--- src/rtl/srx_pkg.sv ---
package srx_pkg;

  typedef enum logic [1:0] {
    ST_IDLE,
    ST_START,
    ST_DATA,
    ST_STOP
  } rx_state_t;

  // Result of one completed frame, handed from the framer to the status logic
  typedef struct packed {
    logic [7:0] data;
    logic       adbit;
    logic       perr;
    logic       ferr;
  } frame_res_t;

endpackage

--- src/rtl/srx_sync.sv ---
module srx_sync #(
  parameter int   STAGES    = 2,
  parameter logic RESET_VAL = 1'b1
) (
  input  logic clk,
  input  logic rst,
  input  logic d_in,
  output logic d_out
);

  logic [STAGES-1:0] chain;

  always_ff @(posedge clk) begin
    if (rst) chain <= {STAGES{RESET_VAL}};
    else     chain <= {chain[STAGES-2:0], d_in};
  end

  assign d_out = chain[STAGES-1];

endmodule

--- src/rtl/srx_frame.sv ---
module srx_frame
  import srx_pkg::*;
#(
  parameter int OSR = 16,
  parameter int DW  = 8
) (
  input  logic       clk,
  input  logic       rst,
  input  logic       en,
  input  logic       tick,
  input  logic       line,
  input  logic       mode_mp,
  input  logic       par_en,
  input  logic       par_odd,
  output logic       done,
  output frame_res_t res
);

  localparam int            CW      = $clog2(OSR);
  localparam int            BW      = $clog2(DW + 2);
  localparam logic [CW-1:0] MID     = CW'(OSR / 2 - 1);
  localparam logic [CW-1:0] LAST    = CW'(OSR - 1);
  localparam logic [BW-1:0] N_PLAIN = BW'(DW);
  localparam logic [BW-1:0] N_EXTRA = BW'(DW + 1);

  rx_state_t      state;
  logic [CW-1:0]  tcnt;
  logic [BW-1:0]  bcnt;
  logic [DW:0]    shreg;
  logic [BW-1:0]  nbits;
  logic [DW:0]    shnext;

  assign nbits  = mode_mp ? N_EXTRA : N_PLAIN;
  assign shnext = {line, shreg[DW:1]};

  always_ff @(posedge clk) begin
    if (rst || !en) begin
      state <= ST_IDLE;
      tcnt  <= '0;
      bcnt  <= '0;
      shreg <= '0;
      done  <= 1'b0;
      res   <= '0;
    end else begin
      done <= 1'b0;
      if (tick) begin
        unique case (state)
          ST_IDLE: begin
            tcnt <= '0;
            if (!line) state <= ST_START;
          end
          ST_START: begin
            if (tcnt == MID) begin
              tcnt <= '0;
              bcnt <= '0;
              state <= line ? ST_IDLE : ST_DATA;
            end else begin
              tcnt <= tcnt + 1'b1;
            end
          end
          ST_DATA: begin
            if (tcnt == LAST) begin
              tcnt  <= '0;
              bcnt  <= bcnt + 1'b1;
              // In the 8-bit framings the bits end in shreg[DW:1]
              shreg <= (mode_mp || bcnt != N_PLAIN - 1'b1) ? shnext : {shnext[DW:1], 1'b0};
              if (bcnt == nbits - 1'b1) state <= ST_STOP;
            end else begin
              tcnt <= tcnt + 1'b1;
            end
          end
          ST_STOP: begin
            if (tcnt == LAST) begin
              tcnt     <= '0;
              state    <= ST_IDLE;
              done     <= 1'b1;
              res.ferr <= !line;
              if (mode_mp) begin
                res.data  <= shreg[DW-1:0];
                res.adbit <= shreg[DW];
                res.perr  <= 1'b0;
              end else if (par_en) begin
                res.data  <= {1'b0, shreg[DW-1:1]};
                res.adbit <= 1'b0;
                res.perr  <= (^shreg[DW:1]) ^ par_odd;
              end else begin
                res.data  <= shreg[DW:1];
                res.adbit <= 1'b0;
                res.perr  <= 1'b0;
              end
            end else begin
              tcnt <= tcnt + 1'b1;
            end
          end
          default: state <= ST_IDLE;
        endcase
      end
    end
  end

endmodule

--- src/rtl/srx_status.sv ---
module srx_status
  import srx_pkg::*;
(
  input  logic       clk,
  input  logic       rst,
  input  logic       done,
  input  frame_res_t res,
  input  logic       rd_stb,
  input  logic       err_clr,
  input  logic       irq_en,
  output logic [7:0] data_q,
  output logic       adbit_q,
  output logic       full_q,
  output logic       perr_q,
  output logic       oerr_q,
  output logic       ferr_q,
  output logic       irq_q,
  output logic       set_pend
);

  logic occupied;
  logic full_next;

  assign occupied  = full_q | set_pend;
  assign full_next = set_pend | (full_q & !rd_stb);

  always_ff @(posedge clk) begin
    if (rst) begin
      data_q   <= '0;
      adbit_q  <= 1'b0;
      full_q   <= 1'b0;
      perr_q   <= 1'b0;
      oerr_q   <= 1'b0;
      ferr_q   <= 1'b0;
      irq_q    <= 1'b0;
      set_pend <= 1'b0;
    end else begin
      set_pend <= done;
      perr_q   <= (perr_q & !err_clr) | (done & res.perr);
      ferr_q   <= (ferr_q & !err_clr) | (done & res.ferr);
      oerr_q   <= (oerr_q & !err_clr) | (done & occupied);
      if (done && !occupied) begin
        data_q  <= res.data;
        adbit_q <= res.adbit;
      end
      full_q <= full_next;
      irq_q  <= full_next & irq_en;
    end
  end

endmodule

--- src/rtl/srx_top.sv ---
module srx_top
  import srx_pkg::*;
#(
  parameter int OSR       = 16,
  parameter int SYNC_STGS = 2
) (
  input  logic       clk,
  input  logic       rst,
  input  logic       rx_en,
  input  logic       os_tick,
  input  logic       serial_in,
  input  logic       mode_mp,
  input  logic       par_en,
  input  logic       par_odd,
  input  logic       irq_en,
  input  logic       rd_stb,
  input  logic       err_clr,
  output logic [7:0] rx_data,
  output logic       rx_adbit,
  output logic       rx_full,
  output logic       err_parity,
  output logic       err_overrun,
  output logic       err_frame,
  output logic       rx_irq
);

  logic       line_s;
  logic       frame_done;
  logic       set_pend;
  frame_res_t frame_res;

  srx_sync #(.STAGES(SYNC_STGS), .RESET_VAL(1'b1)) u_sync (
    .clk   (clk),
    .rst   (rst),
    .d_in  (serial_in),
    .d_out (line_s)
  );

  srx_frame #(.OSR(OSR), .DW(8)) u_frame (
    .clk     (clk),
    .rst     (rst),
    .en      (rx_en),
    .tick    (os_tick),
    .line    (line_s),
    .mode_mp (mode_mp),
    .par_en  (par_en),
    .par_odd (par_odd),
    .done    (frame_done),
    .res     (frame_res)
  );

  srx_status u_status (
    .clk      (clk),
    .rst      (rst),
    .done     (frame_done),
    .res      (frame_res),
    .rd_stb   (rd_stb),
    .err_clr  (err_clr),
    .irq_en   (irq_en),
    .data_q   (rx_data),
    .adbit_q  (rx_adbit),
    .full_q   (rx_full),
    .perr_q   (err_parity),
    .oerr_q   (err_overrun),
    .ferr_q   (err_frame),
    .irq_q    (rx_irq),
    .set_pend (set_pend)
  );

endmodule

--- config.mk ---
export PLATFORM = sky130hd
export DESIGN_NAME = srx_top
export DESIGN_NICKNAME = d
export VERILOG_FILES = /design/src/rtl/srx_pkg.sv /design/src/rtl/srx_sync.sv /design/src/rtl/srx_frame.sv /design/src/rtl/srx_status.sv /design/src/rtl/srx_top.sv
export SDC_FILE = /design/constraint.sdc
export NUM_CORES = 1
export LEC_CHECK = 0
export ABC_CLOCK_PERIOD_IN_PS = 3100
export BUFFER_PORTS_ARGS = -buffer_cell sky130_fd_sc_hd__clkbuf_2
export CAP_MARGIN = 20
export CORE_AREA = 2 2 67 69
export CTS_CLUSTER_SIZE = 20
export DETAILED_ROUTE_END_ITERATION = 10
export DIE_AREA = 0 0 69 71
export PLACE_DENSITY = 0.74
export SLEW_MARGIN = 20
export SYNTH_ARGS = -nofsm -noshare
export SYNTH_HDL_FRONTEND = slang
export SYNTH_HIERARCHICAL = 1
export SYNTH_SLANG_ARGS = --single-unit
--- constraint.sdc ---
create_clock -name clk -period 3.1 [get_ports clk]
set_input_delay 0.465 -clock clk [delete_from_list [all_inputs] [get_ports clk]]
set_output_delay 0.465 -clock clk [all_outputs]
set_load 0.03 [all_outputs]
# Word-level counts from Yosys, hierarchy flattened
# Index checks and enable logic that the tools add are counted.
word_totals:
  regBits: 48
  ramBits: 0
  input_bits: 11
  word_cells: 84
  latch_bits: 0
  romBits: 0
  n_memories: 0
op_classes:
  n_mul: 0
  n_addsub: 3
  mux: 18
  n_shift: 0
  eq_ne: 12
  bitwise: 16
  magnitude_cmp: 0
  reduce_logical: 17
  div: 0
ops:
  columns: ["op", "n"]
  rows:
  - ["2-to-1 mux 10 bit", 2]
  - ["2-to-1 mux 4 bit", 4]
  - ["2-to-1 mux 2 bit", 6]
  - ["one-hot mux 4 bit (3 select lines)", 1]
  - ["adder 4 x 1 -> 4 bit, second input constant", 2]
  - ["AND 1 bit", 8]
  - ["inequality test 2 x 1 -> 1 bit, second input constant", 4]
  - ["one-hot mux 2 bit (4 select lines)", 1]
  - ["one-hot mux 4 bit (2 select lines)", 1]
  - ["parity 8 bit", 1]
  - ["AND reduction 3 bit", 2]
  - ["AND reduction 6 bit", 1]
  - ["zero test 1 bit", 5]
  - ["bitwise OR 1 bit", 5]
  - ["equality test 2 bit, second input constant", 2]
  - ["equality test 4 x 3 -> 1 bit, second input constant", 1]
  - ["equality test 4 bit", 1]
  - ["equality test 4 bit, second input constant", 1]
  - ["inequality test 4 x 3 -> 1 bit, second input constant", 1]
  - ["AND reduction 4 bit", 1]
  - ["subtractor 4 x 1 -> 4 bit, second input constant", 1]
  - ["2-to-1 mux 1 bit", 3]
  - ["OR reduction 3 bit", 1]
  - ["equality test 2 x 1 -> 1 bit, second input constant", 1]
  - ["8 further kinds", 10]

# Logic depth before layout (Yosys ltp)
logic_depth:
  word_depth: 6
  ltp_mapped: 6

# Cells and area by module
# The synthesis kept the hierarchy.
modules_own_cells:
  columns: ["module", "seq_area_each_um2", "instances", "area_each_um2", "cells_each"]
  rows:
  - ["srx_frame", 620.6, 1, 1544.0, 174]
  - ["srx_status", 300.3, 1, 615.6, 61]
  - ["srx_sync", 40.0, 1, 52.6, 4]

# Least setup slack after synthesis
# Ideal clock, no wire load.
synth_timing:
  path_type: "reg2reg"
  startpoint: "reg u_frame.tcnt[0]"
  endpoint: "reg, netlist name u_frame/res[10]"
  t_arrival_ns: 1.332
  t_required_ns: 2.974
  n_path_buf: 0
  setup_time_ns: 0.126
  synth_period_minus_slack_ns: 1.458
  stages_incl_launch_ff: 6
  slack_ns: 1.642
  path_cell_list: "dfxtp_1 ha_1 nand4_4 or2_1 a211oi_1 nor3_1"
synth_via:
  elab_chain_cells: 2
synth_lines:
  columns: ["element", "line_no", "source"]
  rows:
  - ["start: declaration", "srx_frame.sv:27", "logic [CW-1:0] tcnt;"]
  - ["start signal: assignment", "srx_frame.sv:58", "tcnt <= tcnt + 1'b1;"]
  - ["start signal: assignment", "srx_frame.sv:69", "tcnt <= tcnt + 1'b1;"]
  - ["start signal: assignment", "srx_frame.sv:92", "tcnt <= tcnt + 1'b1;"]
  - ["equality test 4 bit", "srx_frame.sv:73", "if (tcnt == LAST) begin"]
  - ["AND reduction 3 bit (no line)", null, null]
# No other way between the ends.
# A chain may end at the register's enable or synchronous reset.

# Worst setup path after layout
layout_timing:
  startpoint: "reg u_frame.tcnt[0]"
  endpoint: "reg u_frame.shreg[0]"
layout_via:
  elab_chain_cells: 2
layout_lines:
  columns: ["element", "line_no", "source"]
  rows:
  - ["equality test 4 bit", "srx_frame.sv:62", "if (tcnt == LAST) begin"]
  - ["AND reduction 3 bit (no line)", null, null]
  - ["end signal: assignment", "srx_frame.sv:66", "shreg <= (mode_mp || bcnt != N_PLAIN - 1'b1) ? shnext : {shnext[DW:1], 1'b0};"]
  - ["end: declaration", "srx_frame.sv:29", "logic [DW:0] shreg;"]
# No other way between the ends.

==> metrics list <==
- The first detailed-routing pass ran for 4 iterations.
- Floorplan row count: 24
- The tool flagged a number of max-cap violations equal to 0.
- The die is 69 µm wide.
- Crit Path Max Fanout: 14
- The tightest min-delay check is of the input port to flop type.
- Global routing used under 10% of the available met3 tracks.
* RSZ-0062 raised after global routing: no
- Max incr delay on CP: 0.38 ns
- Number of storage elements in the synthesis netlist: 48
* Clk Tree Root Cell: sky130_fd_sc_hd__clkbuf_8
- The slowest stage of the critical path belongs to the cell sky130_fd_sc_hd__nor2_2.
- Overall via count from detail_route: 1,662
- Peak clock frequency supported by timing: 0.546 GHz
- The number of global-route vias before repair is between 1,500 and 2,000.
- The number of nets in the synthesized netlist is 252.
* Worst-case setup slack after placement: 1.18 ns
- CTS tree: built
- The first global-routing pass estimated 6800 µm of wire.
* Clock input transition at the sequential cells of the worst setup and hold paths: approximately 0.090 ns
- The cell family contributing the most delay on the critical path is simple AND/OR/NAND/NOR gates.
- Most used flip-flop cell after synthesis: sky130_fd_sc_hd__dfxtp_1
- Drt via density: 5.38
* Quantity of hold-fixing buffers added after cts: 0
- For this run, global-route usage on met2 was measured as between 20 and 30%.
- For this design the ratio of total power to cell area is 463 mW/mm².
- Fraction of registers with async set/reset: 0%
* Final weighted congestion in routability-driven placement: 0.794
* Drt drc: 0
- Post-layout minimum cycle time: between 1.5 and 2 ns
- CTS Buf Count: 5
- Die area: between 0.004 and 0.005 mm²
- Leak pwr: around 0.83 nW
- During placement, the flow inserted port buffers numbering 24.
- Starting Density: 52.6%
* Part of the cycle the worst path needs: 59.1%
- Final antenna diode count: 0
- Detailed placer's ending HPWL: approximately 2700 µm
- Wire length per cell after detailed routing: 13.1 µm
- In the final timing run, aggregate negative setup slack is 0 ns.
* Highest-utilization routing layer at the global route stage: met2
* Post-synthesis instance total: roughly 240
- Total congestion overflow: 0
- From synthesis to final layout, the design area changed by 10.5%.
- During synthesis, Yosys emitted a total of 6 warnings.
- Critical path start-end classification: flop to flop
* Result of the run: finished clean
- Final hold analysis gives a worst-case slack of 0.346 ns.
- The post-route netlist has 16.3% of its cells at a drive strength greater than 1.
- Data arrives at the worst endpoint at 2.05 ns.
- Antenna violations before repair: 0
* Minimum setup slack in the final design: 1.27 ns
- The final count of pins violating max slew came to 0.
- Die Height: ~70 µm
- Largest net degree at the start of global routing: 29
* Clock latency of the later-clocked register in the worst-skew pair: 0.30 ns
* Fraction of the yosys area taken by sequential cells: roughly 43%
- Top-count cell post-synth: sky130_fd_sc_hd__dfxtp_1
* Net count reported at finish: about 270
- After synthesis the cells add up to ~0.0022 mm².
* Number of DRC violations after detailed-routing iteration 0: 89
* Number of resized instances in the post-cts repair step: 0
- Count of endpoints failing hold in the final timing report: 0
* Clock Skews: 0.00717 ns
* Boundary Pins: 25
- Once detail routing completed, the nets flagged for antenna violations numbered 0.
- Avg Cell Area, Syn: 9.26 µm²
- Startpoint kind of the worst setup timing path: flop
- Num Clock Sinks: 48
- Met1 usage: 21.4%
- The number of setup buffers added after CTS is 0.
- By area the synthesized netlist is led by sky130_fd_sc_hd__dfxtp_1 43%, sky130_fd_sc_hd__mux2i_1 8.1%, sky130_fd_sc_hd__nand2b_1 6.8%.
* All-Layer GR Usage: 17.2%
- After synthesis, the largest area contributor takes up 43.4% of total cell area.
- The critical path contains buffers and inverters numbering 0 combined.
* Number of synthesized flops with an enable pin: 0
- The core region is 0.00420 mm².
- Final standard cell utilization of the core: 58.1%
- The commonest cells after synthesis are 48 x sky130_fd_sc_hd__dfxtp_1, 24 x sky130_fd_sc_hd__nand2b_1, 20 x sky130_fd_sc_hd__a21oi_1.
- Endpoint required time on the critical path: 3.32 ns
* Distinct cell type count of the synthesized netlist: 45
- The biggest area contributor in the post-synthesis netlist is sky130_fd_sc_hd__dfxtp_1.
- Setup violations remaining at the end of the flow were counted as 0.
* Worst path cell trace: ha_1 -> nand3_2 -> nor2_2 -> o311ai_0 -> a21oi_1
- The worst-case IR drop observed on VDD is 0.000236 V.
- The longest clock path from root to sink contains 2 buffers.
- Critical Path Sink Type: flop
- Count of H-tree levels built during CTS: 2
- Headroom to the max-slew limit came out at 35.7%.
* Slew at the pin closest to its max-slew limit: around 0.96 ns
- Total wire length: between 4000 and 5000 µm
==> metal layers <==
layer / vias up / wire, µm
li1: 864 / -
met1: 757 / 1920
met2: 34 / 1910
met3: 7 / 154
met4: 0 / 55
met5: - / 0
==> report_power, final <==
group / internal [W] / total [W] / switching [W]
Combinational: 0.0000161 / 0.0000379 / 0.0000218
Sequential: 0.000617 / 0.000619 / 0.00000145
Clock: 0.000264 / 0.000475 / 0.000212
Total: 0.000897 / 0.00113 / 0.000235
==> area by class of cell <==
class / count / area [µm²]
Fill cell: 373 / 1760
Multi-Input combinational cell: 171 / 1150
Sequential cell: 48 / 961
Timing Repair Buffer: 24 / 120
Clock buffer: 6 / 82.6
Tap cell: 52 / 65.1
Clock inverter: 2 / 38.8
Inverter: 6 / 22.5
==> worst paths after layout <==
path | from | to | slack (ns) | depth (start not counted)
worst max-delay path | u_frame/tcnt[0] | u_frame/shreg[0] | 1.27 | 5
worst min-delay path | irq_en | u_status/irq_q | 0.35 | 3
worst max register to register | u_frame/tcnt[0] | u_frame/shreg[0] | 1.27 | 5
worst min register to register | u_sync/chain[0] | u_sync/chain[1] | 0.40 | 1
==> stage by stage <==
step           cells  power, W  area, µm²
6_report         309   0.00113       2440
4_1_cts          309   0.00114       2440
5_1_grt          309   0.00116       2440
3_5_place_dp     301  0.000671       2320
2_1_floorplan    239  0.000658       2210
3_3_place_gp     301  0.000671       2320
==> cells in the final DEF (no fill, tap or decap), types with 2 or more instances in the layout <==
master and count:
sky130_fd_sc_hd__a21oi_1 20, sky130_fd_sc_hd__inv_1 6, sky130_fd_sc_hd__nor2_1 16, sky130_fd_sc_hd__nand2_1 16
sky130_fd_sc_hd__nand2b_1 24, sky130_fd_sc_hd__xnor2_1 6, sky130_fd_sc_hd__nor2b_1 3, sky130_fd_sc_hd__nor3_1 7
sky130_fd_sc_hd__dfxtp_1 48, sky130_fd_sc_hd__o211ai_1 2, sky130_fd_sc_hd__a211oi_1 9, sky130_fd_sc_hd__clkbuf_2 24
sky130_fd_sc_hd__nand4_1 2, sky130_fd_sc_hd__nor3b_1 3, sky130_fd_sc_hd__nand3b_1 2, sky130_fd_sc_hd__mux2i_1 18
sky130_fd_sc_hd__o21ai_0 14, sky130_fd_sc_hd__nand3_1 3, sky130_fd_sc_hd__or2_1 3, sky130_fd_sc_hd__ha_1 2
sky130_fd_sc_hd__clkbuf_8 6
==> worst reg2reg max path, stage by stage (launching register included) <==
cell and delay [ns]:
sky130_fd_sc_hd__dfxtp_1 0.37, sky130_fd_sc_hd__ha_1 0.35, sky130_fd_sc_hd__nand3_2 0.29, sky130_fd_sc_hd__nor2_2 0.38, sky130_fd_sc_hd__o311ai_0 0.20, sky130_fd_sc_hd__a21oi_1 0.16
==> sequential cells by signal, summed over array words and instances, names as in the netlist, named ones only <==
signal             cells
u_status/set_pend      1
u_status/full_q        1
u_status/oerr_q        1
u_frame/state          1
u_frame/res           11
u_status/irq_q         1
u_status/data_q        8
u_frame/tcnt           4
u_frame/shreg          9
u_status/perr_q        1
u_frame/bcnt           4
u_status/adbit_q       1
u_sync/chain           2
u_status/ferr_q        1
u_frame/done           1
==> kinds of logic (layout without fill, tap and decap cells) <==
kind of cell               count (synthesis)  count (layout)  share of synthesized area (%)
adders and majority gates                  2               2                           1.13
xor gates and xnor gates                   8               8                           4.47
and+or+nand+nor                           88              88                           22.8
buffers and inverters                     20              38                           4.41
muxes                                     19              19                           8.65
AOI/OAI and AO/OA                         54              54                           15.1
DFF                                       48              48                           43.4
Note: power is estimated with default switching activity, not from simulation.
